### config.mk
export PLATFORM = sky130hd
export DESIGN_NAME = hostbus_ahb_bridge
export DESIGN_NICKNAME = d
export VERILOG_FILES = /design/src/rtl/hostbus_ahb_bridge.sv
export SDC_FILE = /design/constraint.sdc
export NUM_CORES = 1
export LEC_CHECK = 0
export BUFFER_PORTS_ARGS = -buffer_cell sky130_fd_sc_hd__buf_4
export CELL_PAD_IN_SITES_DETAIL_PLACEMENT = 0
export CELL_PAD_IN_SITES_GLOBAL_PLACEMENT = 1
export CORE_MARGIN = 2
export CORE_UTILIZATION = 35
export DETAILED_ROUTE_END_ITERATION = 8
export GPL_TIMING_DRIVEN = 0
export PLACE_DENSITY = 0.81
export SYNTH_ARGS = -nofsm -noshare
export SYNTH_HDL_FRONTEND = slang
export SYNTH_SLANG_ARGS = --single-unit
### constraint.sdc
create_clock -name clk -period 5.8 [get_ports clk]
set_clock_uncertainty 0.1 [all_clocks]
set_input_delay 1.16 -clock clk [delete_from_list [all_inputs] [get_ports clk]]
set_output_delay 1.16 -clock clk [all_outputs]
set_load 0.01 [all_outputs]
### src/rtl/hostbus_ahb_bridge.sv
module hostbus_ahb_bridge #(
  parameter int ADDR_W = 16
) (
  input  logic              clk,
  input  logic              rst_n,
  input  logic              strap_wide,
  input  logic              strap_rdy_low,
  input  logic              strap_split,
  input  logic              host_cs_n,
  input  logic              host_rd_n,
  input  logic              host_wr_n,
  input  logic [ADDR_W-1:0] host_addr,
  input  logic [31:0]       host_wdata,
  output logic [31:0]       host_rdata,
  output logic              host_rdy,
  output logic [31:0]       haddr,
  output logic [1:0]        htrans,
  output logic              hwrite,
  output logic [2:0]        hsize,
  output logic [2:0]        hburst,
  output logic [3:0]        hprot,
  output logic              hmastlock,
  output logic [31:0]       hwdata,
  input  logic [31:0]       hrdata,
  input  logic              hready,
  input  logic              hresp,
  input  logic              psel,
  input  logic              penable,
  input  logic              pwrite,
  input  logic [31:0]       pwdata,
  output logic [31:0]       prdata,
  output logic              irq_buserr
);
  typedef enum logic [1:0] {S_IDLE, S_ADDR, S_DATA, S_DONE} state_t;

  state_t            st;
  logic [1:0]        cs_s, rd_s, wr_s;
  logic              boot, err, cfg_pend;
  logic [2:0]        cfg_q, cfg_nx;
  logic [ADDR_W-1:0] cap_addr;
  logic              cap_write;
  logic [31:0]       wbuf, rbuf;
  logic              active, is_wr, need_ahb, apb_wr, busy;
  logic              unused_bits;

  assign active   = !cs_s[1] && (!cfg_q[2] || !rd_s[1] || !wr_s[1]);
  assign is_wr    = !wr_s[1];
  assign need_ahb = cfg_q[0] || (is_wr ? host_addr[1] : !host_addr[1]);
  assign apb_wr   = psel && penable && pwrite;
  assign busy     = (st == S_ADDR) || (st == S_DATA);

  always_ff @(posedge clk or negedge rst_n)
    if (!rst_n) begin
      cs_s <= 2'b11; rd_s <= 2'b11; wr_s <= 2'b11;
    end else begin
      cs_s <= {cs_s[0], host_cs_n};
      rd_s <= {rd_s[0], host_rd_n};
      wr_s <= {wr_s[0], host_wr_n};
    end

  always_ff @(posedge clk or negedge rst_n)
    if (!rst_n) begin
      boot <= 1'b1; cfg_q <= 3'b000; cfg_nx <= 3'b000; cfg_pend <= 1'b0;
    end else begin
      boot <= 1'b0;
      if (apb_wr) begin
        cfg_nx   <= pwdata[2:0];
        cfg_pend <= 1'b1;
      end
      if (boot)
        cfg_q <= {strap_split, strap_rdy_low, strap_wide};
      else if (cfg_pend && st == S_IDLE && !active && !apb_wr) begin
        cfg_q    <= cfg_nx;
        cfg_pend <= 1'b0;
      end
    end

  always_ff @(posedge clk or negedge rst_n)
    if (!rst_n) begin
      st <= S_IDLE; cap_addr <= '0; cap_write <= 1'b0;
      wbuf <= '0; rbuf <= '0; err <= 1'b0;
    end else begin
      if (apb_wr && pwdata[8]) err <= 1'b0;
      unique case (st)
        S_IDLE: if (active) begin
          cap_addr  <= host_addr;
          cap_write <= is_wr;
          if (is_wr) begin
            if (cfg_q[0])          wbuf          <= host_wdata;
            else if (host_addr[1]) wbuf[31:16]   <= host_wdata[15:0];
            else                   wbuf[15:0]    <= host_wdata[15:0];
          end
          st <= need_ahb ? S_ADDR : S_DONE;
        end
        S_ADDR: if (hready) st <= S_DATA;
        S_DATA: if (hready) begin
          if (hresp) err <= 1'b1;
          if (!cap_write) rbuf <= hrdata;
          st <= S_DONE;
        end
        S_DONE: if (!active) st <= S_IDLE;
      endcase
    end

  assign haddr      = {{(32-ADDR_W){1'b0}}, cap_addr[ADDR_W-1:2], 2'b00};
  assign htrans     = (st == S_ADDR) ? 2'b10 : 2'b00;
  assign hwrite     = cap_write;
  assign hsize      = 3'b010;
  assign hburst     = 3'b000;
  assign hprot      = 4'b0001;
  assign hmastlock  = 1'b0;
  assign hwdata     = wbuf;
  assign host_rdy   = busy ? cfg_q[1] : !cfg_q[1];
  assign host_rdata = cfg_q[0] ? rbuf : {16'h0, cap_addr[1] ? rbuf[31:16] : rbuf[15:0]};
  assign prdata     = {23'h0, err, 5'h0, cfg_q};
  assign irq_buserr = err;
  assign unused_bits = ^{pwdata[31:9], pwdata[7:3], host_addr[0]};
endmodule

==> results of run 1 <==
[routing by layer]
| metal | share of wire, % | track usage (%) | up-vias |
|---|---|---|---|
| met4 | 1.4 | 6.11 | 0 |
| li1 | - | - | 1644 |
| met5 | 0 | 0 | - |
| met3 | 8.8 | 4.73 | 11 |
| met2 | 49 | 24.3 | 132 |
| met1 | 41 | 19.1 | 1619 |
[synth_stat cells (5+ instances only)]
cell type,count
and2_1,16
buf_2,6
buf_4,73
dfrtp_1,90
dfstp_2,7
ha_1,5
inv_1,5
mux2_2,100
mux2_4,10
nand2_1,13
nor2b_1,5
[through the flow]
stage / hold slack (ps) / cells
after CTS: 256 / 806
after detailed placement: 247 / 791
after floorplan: 245 / 430
after global routing: 259 / 807
final: 256 / 807
after global placement: 247 / 791
[how the worst min path moves through the flow]
stage	from	endpoint	slack (ps)	cells past startpoint
3_5_place_dp	rd_s[0]$_DFF_PN1_	rd_s[1]$_DFF_PN1_	250	0
5_1_grt	wr_s[0]$_DFF_PN1_	wr_s[1]$_DFF_PN1_	260	0
3_3_place_gp	wr_s[0]$_DFF_PN1_	wr_s[1]$_DFF_PN1_	250	0
4_1_cts	rd_s[0]$_DFF_PN1_	rd_s[1]$_DFF_PN1_	260	0
6_report	rd_s[0]$_DFF_PN1_	rd_s[1]$_DFF_PN1_	260	0
2_1_floorplan	cs_s[0]$_DFF_PN1_	cs_s[1]$_DFF_PN1_	250	0
[report_power, final]
group	internal [mW]	leakage, nW	switching (mW)
logic	0.936	2.24	0.608
registers	0.989	1.15	0.177
clock network	0.332	0.142	0.254
total	2.26	3.53	1.04
[cell families after synthesis]
logic type / count (synthesis) / synth area share [%]
mux: 112 / 26.6
flops: 97 / 49.9
buf+inv: 90 / 13.0
simple gates: 44 / 5.23
compound gates: 21 / 3.41
fa+ha+maj: 5 / 1.28
other cells: 2 / 0.154
xor+xnor: 2 / 0.359
[registers in the layout, indices dropped and copies added, names as in the netlist, 2 cells and up]
name and count:
st 2, rbuf 32, cap_addr 15, cs_s 2, wr_s 2, rd_s 2, hwdata 32, cfg_nx 3
cfg_q 3
[area by class of cell]
type | count | area share [%]
multi-input combinational | 243 | 28.9
tap | 180 | 3.22
timing repair buffer | 182 | 19.8
sequential | 97 | 34.9
clock inverter | 5 | 0.823
buffer | 85 | 8.83
clock buffer | 10 | 3.28
inverter | 5 | 0.269
==> out/results.ini, run 1 <==
[worst_setup_path]
arrival_ps = 2230
r2r_end = hwdata[25]$_DFFE_PN0P_
cp-end-kind = output port
path_depth = 6
rr_startpoint = st[1]$_DFFE_PN0P_
cpMostUsedCell = buf_2
crit_fanout = 10
endpoint = host_rdata[7]
path_buf_inv = 4
cp_slowest_cell = mux2_2
r2r_cells = 6
critPathLaunch = cfg_q[0]$_DFFE_PN0P_
cp-start-kind = register
max_stage_delay_ps = 370
r2r_setup_slack_ps = 3530
cp_data_required_time_ps = 4540
critPathKind = reg2out
crit_chain = buf_2 > inv_1 > nand2_1 > buf_2 > mux2_2 > buf_4
cpLargestDelayFamily = buffers and inverters

[drt]
antenna_left = 0
routed_via_density = 4.22
wl_mm = 11.4
drcViolationCount = 0
dr.pass1.iters = 3
wl_per_cell_um = 14.1
first_iter_violations = 125
vias = 3406

[synthesis]
ys_ff_latch = 97
synth_edf_count = 0
yosys-top-cells-area = dfrtp_1, mux2_2, buf_4, dfstp_2, mux2_4
syn_area_sq_um = 4880
synthArstFlopShare_pct = 100
synth_top_area_share_pct = 46.2
dominantRegCellSynth = dfrtp_1
yosys_warnings = 0
synth.avg_cell_area_sq_um = 13.1
synth_top_area_cell = dfrtp_1
synth_seq_area_share_pct = 49.9
synthCells = 373
yosysUniqueCellTypes = 36

[clocking]
post_cts_buffers = 0
cts_tree = yes
cts_hold_buf = 0
cts_resized = 0
cts.sinks = 97
h-tree-depth = 3
cts_buffer_depth = 2
clock_latency_ps = 340
root_buffer = clkbuf_16
clk_pin_slew_ps = 60
cts_buffers = 9

[global_route]
grtUsageTotal_pct = 15.2
overflow = 0
grt_pass1_vias = 3431
antenna_found_initial = 0
grt_pass1_wl_mm = 17.3
grt_start_max_net_pins = 98

[timing]
tightest_slew_ps = 651
fmax_mhz = 286
drv_slew = 0
fin_ws_ps = 2310
relSlewSlack_pct = 56.6
finalCriticalPeriod_ps = 3490
fin_tns_setup_ps = 0
timing.final.crit_share_pct = 60.3
setup_viol = 0
hold_viol_final = 0
rsz0062_at_grt = no

[placement]
placed_cell_area_sq_um = 6680
numPortBuffers = 181
dpl.hpwl_mm = 8.69
dp_slack_ps = 2600
globalplace.congestion = 0.799

[cells_and_area]
fillers = 1260
multi_input_area_sq_um = 2020
area.growth.synth_to_final_pct = 43.3
regArea_sq_um = 2440
antenna_cells = 0
nets = 753
drive_gt1_share_pct = 64.4
final_cell_mix = buf_4, mux2_2, dfrtp_1
final_util_pct = 50.9
final_common_cell = buf_4
design_area_sq_um = 6990

[floorplanning]
core_area_sq_um = 13700
io_pins = 269
rows = 43
dieArea_sq_um = 14900
die_y_um = 122
start_util_pct = 35.5
die_w_um = 122

[pwr]
p_leak_nw = 3.53
p_total_mw = 3.30
powerDensity_nw_per_um2 = 471
vdd.ir_drop.worst_mv = 0.274

[run]
cap_viol_max_count = 0

[worst_hold_path]
worst_hold_path_type = reg2reg

[outcome]
status = complete, no violations

No activity file was read; power rests on OpenSTA's default activity.
==> run 2: changes to the inputs <==
--- a/config.mk
+++ b/config.mk
@@ -5,14 +5,15 @@
 export SDC_FILE = /design/constraint.sdc
 export NUM_CORES = 1
 export LEC_CHECK = 0
+export ABC_AREA = 1
 export BUFFER_PORTS_ARGS = -buffer_cell sky130_fd_sc_hd__buf_4
 export CELL_PAD_IN_SITES_DETAIL_PLACEMENT = 0
 export CELL_PAD_IN_SITES_GLOBAL_PLACEMENT = 1
 export CORE_MARGIN = 2
-export CORE_UTILIZATION = 35
+export CORE_UTILIZATION = 29
 export DETAILED_ROUTE_END_ITERATION = 8
 export GPL_TIMING_DRIVEN = 0
-export PLACE_DENSITY = 0.81
+export PLACE_DENSITY = 0.75
 export SYNTH_ARGS = -nofsm -noshare
 export SYNTH_HDL_FRONTEND = slang
 export SYNTH_SLANG_ARGS = --single-unit
==> constraint.sdc (replaced) <==
create_clock -name clk -period 3.2 [get_ports clk]
set_clock_uncertainty 0.1 [all_clocks]
set_input_delay 0.64 -clock clk [delete_from_list [all_inputs] [get_ports clk]]
set_output_delay 0.64 -clock clk [all_outputs]
set_load 0.01 [all_outputs]
==> run 2 against run 1 <==
Net effect:
- highest routed layer unchanged
- synthesized cell count grew 44%
- register-to-register slack lost 2200 ps
- sequential cell count is the same
- combinational power grew 81%
- sequential share of layout area shrank 0.96 points
- sequential power grew 79%
- count of clock-buffer cells in the layout is the same
==> out/results.ini, run 2 <==
[global_route]
grt_pass1_vias = 3789
antenna_found_initial = 0
grt_pass1_wl_mm = 20.0
overflow = 0
grtUsageTotal_pct = 14.2
grt_start_max_net_pins = 98

[drt]
routed_via_density = 3.93
wl_per_cell_um = 12.6
antenna_left = 0
first_iter_violations = 145
drcViolationCount = 0
dr.pass1.iters = 4
wl_mm = 12.8
vias = 3977

[clocking]
h-tree-depth = 3
cts_tree = yes
cts.sinks = 97
cts_hold_buf = 0
clk_pin_slew_ps = 70
cts_buffers = 9
clock_latency_ps = 350
root_buffer = clkbuf_16
cts_buffer_depth = 2
post_cts_buffers = 0
cts_resized = 0

[synthesis]
yosysUniqueCellTypes = 32
dominantRegCellSynth = dfrtp_1
synth_seq_area_share_pct = 49.0
yosys-top-cells-area = dfrtp_1, nand2_1, buf_4, mux2_2, dfstp_2
ys_ff_latch = 97
synth_edf_count = 0
synth_top_area_share_pct = 45.3
synth.avg_cell_area_sq_um = 9.28
synthArstFlopShare_pct = 100
yosys_warnings = 0
syn_area_sq_um = 4970
netlist_top_cells_count = nand2_1, dfrtp_1, buf_4
synthCells = 536
synth_most_common_cell = nand2_1
synth_top_area_cell = dfrtp_1

[placement]
numPortBuffers = 181
globalplace.congestion = 0.765
dpl.hpwl_mm = 9.64
dp_slack_ps = 1060

[timing]
drv_slew = 0
fmax_mhz = 405
setup_viol = 0
rsz0062_at_grt = no
hold_viol_final = 0
tightest_slew_ps = 624
timing.final.crit_share_pct = 77.1
fin_tns_setup_ps = 0
fin_ws_ps = 732
relSlewSlack_pct = 58.4
finalCriticalPeriod_ps = 2470

[worst_setup_path]
cp_data_required_time_ps = 2460
rr_startpoint = st[0]$_DFFE_PN0P_
cp-end-kind = output port
arrival_ps = 1730
critPathKind = reg2out
cp-start-kind = register
crit_fanout = 10
critPathLaunch = cfg_q[0]$_DFFE_PN0P_

[cells_and_area]
area.growth.synth_to_final_pct = 44.6
nets = 916
final_cell_mix = buf_4, nand2_1, dfrtp_1
antenna_cells = 0
drive_gt1_share_pct = 44.1
fillers = 1711
final_common_cell = buf_4

[floorplanning]
dieArea_sq_um = 18200
die_y_um = 135
core_area_sq_um = 16700
die_w_um = 135
rows = 47
io_pins = 269
start_util_pct = 29.8

[worst_hold_path]
worst_hold_path_type = in2async

[pwr]
p_leak_nw = 4.03
vdd.ir_drop.worst_mv = 0.342
powerDensity_nw_per_um2 = 851

[run]
cap_viol_max_count = 0

[outcome]
status = complete, no violations

==> run 2: changes by cell type after synthesis, moves of 4 or more <==
cell / delta
and2_1: -16
nand2_1: +207
mux2_2: -55
a31oi_1: -4
mux2_1: +6
nand3_1: +7
buf_6: +4
o21ai_0: +16
nor2b_1: -5
mux2_4: -10
inv_1: +20
o31ai_1: -4
==> run 2: critical path, cell delays in order, from the launching register on <==
cell     delay, ps
dfrtp_1        360
buf_6          160
inv_6           70
nand2_4        120
buf_6          180
mux2_2         350
buf_4          140
==> run 2: logic make-up after synthesis <==
kind of cell	synth area share, %
AO/OA/AOI/OAI	2.49
AND/OR/NAND/NOR	20.0
multiplexers	11.6
flip-flops	49.0
buffers and inverters	15.4
other	0.151
adder cells (fa/ha/maj)	1.26
XOR/XNOR	0.176
==> run 2: final cells by class <==
cell class | count | area (sq um) | area share, %
clock buffers | 10 | 239 | 3.32
repair buffers | 182 | 1390 | 19.3
inverters | 27 | 109 | 1.51
well taps | 220 | 275 | 3.83
clock inverters | 6 | 97.6 | 1.36
plain buffers | 90 | 657 | 9.14
flip-flops and latches | 97 | 2440 | 33.9
multi-input cells | 379 | 1980 | 27.6
==> run 2: power by group <==
part	internal (mW)	leakage [nW]	total [mW]	switching [mW]
Combinational	1.49	2.71	2.79	1.30
Sequential	1.78	1.16	2.10	0.317
Clock	0.718	0.165	1.23	0.510
Total	3.99	4.03	6.12	2.13
==> run 2: final timing paths <==
check,end,slack [ps],depth (start not counted)
min in group clk,cs_s[1]$_DFF_PN1_,260,0
hold / removal,cap_addr[10]$_DFFE_PN0P_,220,2
max in group asynchronous,boot$_DFF_PN1_,2380,2
setup / recovery,host_rdata[6],730,6
hold reg to reg,cs_s[1]$_DFF_PN1_,260,0
setup reg to reg,rbuf[19]$_DFFE_PN0P_,1320,5
==> run 2: per-layer routing <==
layer / vias up / share of wire, % / GRT usage (%)
met4: 0 / 1.7 / 5.73
li1: 2045 / - / -
met5: - / 0 / 0
met3: 15 / 7.3 / 4.13
met2: 130 / 49 / 23.2
met1: 1787 / 42 / 17.7
==> run 2: per-stage QoR <==
stage	util, %	instances	cell area, sq um	power [mW]	hold WS [ps]
6_report	43.0	1011	7190	6.12	220
5_1_grt	43.0	1011	7190	6.60	257
4_1_cts	42.9	1010	7160	6.22	258
3_5_place_dp	40.8	994	6820	4.96	247
3_3_place_gp	40.8	994	6820	4.92	246
2_1_floorplan	-	593	5190	3.66	244
==> run 3: changes to the inputs <==
--- a/config.mk
+++ b/config.mk
@@ -5,15 +5,15 @@
 export SDC_FILE = /design/constraint.sdc
 export NUM_CORES = 1
 export LEC_CHECK = 0
-export ABC_AREA = 1
+export ABC_AREA = 0
 export BUFFER_PORTS_ARGS = -buffer_cell sky130_fd_sc_hd__buf_4
 export CELL_PAD_IN_SITES_DETAIL_PLACEMENT = 0
 export CELL_PAD_IN_SITES_GLOBAL_PLACEMENT = 1
 export CORE_MARGIN = 2
-export CORE_UTILIZATION = 29
+export CORE_UTILIZATION = 34
 export DETAILED_ROUTE_END_ITERATION = 8
 export GPL_TIMING_DRIVEN = 0
-export PLACE_DENSITY = 0.75
+export PLACE_DENSITY = 0.79
 export SYNTH_ARGS = -nofsm -noshare
 export SYNTH_HDL_FRONTEND = slang
 export SYNTH_SLANG_ARGS = --single-unit
==> constraint.sdc (replaced) <==
create_clock -name clk -period 2.45 [get_ports clk]
set_clock_uncertainty 0.1 [all_clocks]
set_input_delay 0.49 -clock clk [delete_from_list [all_inputs] [get_ports clk]]
set_output_delay 0.49 -clock clk [all_outputs]
set_load 0.01 [all_outputs]
==> run 3 against run 2 <==
Net effect:
- combinational power increased by 32%
- setup slack worse by 640 ps
- clock power increased by 32%
- largest power group unchanged
- routed wire length shrank 9.8%
- sequential share of layout area grew 0.46 points
- utilization rose by 7.9 points
- design area down 1.3%
- global-route usage rose by 0.56 points
==> out/results.ini, run 3 (synthesis results as in run 1) <==
[clocking]
cts_buffer_depth = 2
cts_hold_buf = 0
root_buffer = clkbuf_16
cts.sinks = 97
cts_buffers = 9
cts_tree = yes
clock_latency_ps = 340
clk_pin_slew_ps = 60
h-tree-depth = 3

[worst_setup_path]
rr_startpoint = st[0]$_DFFE_PN0P_
r2r_setup_slack_ps = 120
max_stage_delay_ps = 360
cp_data_required_time_ps = 1860
cp-start-kind = register
endpoint = host_rdata[15]
cpMostUsedCell = buf_6
crit_fanout = 10
crit_chain = buf_6 > clkinvlp_4 > nand2_4 > buf_6 > mux2_2 > buf_4
critPathLaunch = cfg_q[0]$_DFFE_PN0P_
arrival_ps = 1770
critPathKind = reg2out
cp_slowest_cell = dfrtp_1
cp-end-kind = output port
r2r_cells = 6
r2r_end = hwdata[24]$_DFFE_PN0P_

[timing]
drv_slew = 0
finalCriticalPeriod_ps = 2360
hold_viol_final = 0
tightest_slew_ps = 673
fin_ws_ps = 93.0
timing.final.crit_share_pct = 96.2
fin_tns_setup_ps = 0
fmax_mhz = 424
relSlewSlack_pct = 55.1
setup_viol = 0

[global_route]
grt_pass1_vias = 3411
overflow = 0
grt_pass1_wl_mm = 17.4
grt_start_max_net_pins = 98
grtUsageTotal_pct = 14.8
antenna_found_initial = 0

[floorplanning]
start_util_pct = 35.0
rows = 43
io_pins = 269
die_y_um = 124
dieArea_sq_um = 15300
die_w_um = 124
core_area_sq_um = 13900

[run]
cap_viol_max_count = 0

[cells_and_area]
drive_gt1_share_pct = 65.2
area.growth.synth_to_final_pct = 45.4
final_common_cell = buf_4
antenna_cells = 0
final_cell_mix = buf_4, mux2_2, dfrtp_1
nets = 755
regArea_sq_um = 2440
design_area_sq_um = 7090
fin_cells = 810
fillers = 1276
multi_input_area_sq_um = 2030

[pwr]
p_total_mw = 8.07
p_leak_nw = 3.58
vdd.ir_drop.worst_mv = 0.470
powerDensity_nw_per_um2 = 1140

[drt]
routed_via_density = 4.26
dr.pass1.iters = 4
wl_per_cell_um = 14.2
vias = 3448
first_iter_violations = 79
antenna_left = 0
wl_mm = 11.5
drcViolationCount = 0

[placement]
dp_slack_ps = -53.3
numPortBuffers = 181
placed_cell_area_sq_um = 6680
globalplace.congestion = 0.775
dpl.hpwl_mm = 8.65
dp.cells = 791

[outcome]
status = complete, no violations

[worst_hold_path]
worst_hold_path_type = in2async

==> run 3: where the power goes <==
| group | switching [mW] | leakage, nW | internal, mW |
|---|---|---|---|
| Clock | 0.598 | 0.166 | 1.02 |
| Combinational | 1.45 | 2.27 | 2.24 |
| Sequential | 0.416 | 1.15 | 2.34 |
| Total | 2.46 | 3.58 | 5.61 |
==> run 3: layout make-up <==
type,instances,area share (%)
Clock buffer,11,3.42
Multi-Input combinational cell,243,28.6
Timing Repair Buffer,185,19.9
Clock inverter,5,1.45
Sequential cell,97,34.4
Tap cell,180,3.18
Inverter,5,0.318
Buffer,84,8.84
==> run 3: stage by stage <==
stage | util (%) | hold slack [ps]
6_report | 50.9 | 74.0
2_1_floorplan | - | 94.4
5_1_grt | 50.9 | 118
3_5_place_dp | 47.9 | 247
3_3_place_gp | 47.9 | 246
4_1_cts | 50.6 | 141
==> run 3: metal layers <==
layer  GRT usage (%)  wire length, um
met5               0                0
met4            4.55              161
met3            5.63             1170
met2            23.0             5410
met1            19.1             4770
==> run 3: what timing repair did <==
action                                  4_1_cts  5_1_grt
setup buffers                                 2        1
endpoints found under the hold margin         0        0
endpoints found under the setup margin       26       10
resized for setup                             6        2
pin swaps                                     1        0
==> run 3: worst min-delay path by stage <==
stage,startpoint,endpoint,cells past startpoint
global placement,wr_s[0]$_DFF_PN1_,wr_s[1]$_DFF_PN1_,0
finish,rst_n,cfg_q[2]$_DFFE_PN0P_,1
detailed placement,cs_s[0]$_DFF_PN1_,cs_s[1]$_DFF_PN1_,0
global route,rst_n,cfg_q[2]$_DFFE_PN0P_,1
floorplan,rst_n,cap_addr[10]$_DFFE_PN0P_,0
CTS,host_wr_n,wr_s[0]$_DFF_PN1_,1
==> run 3: worst max-delay path: cells and delay by family, from the launching register on <==
kind                   cells  cell delay [ps]
AND/OR/NAND/NOR            1              110
flip-flops                 1              360
buffers and inverters      4              600
multiplexers               1              360
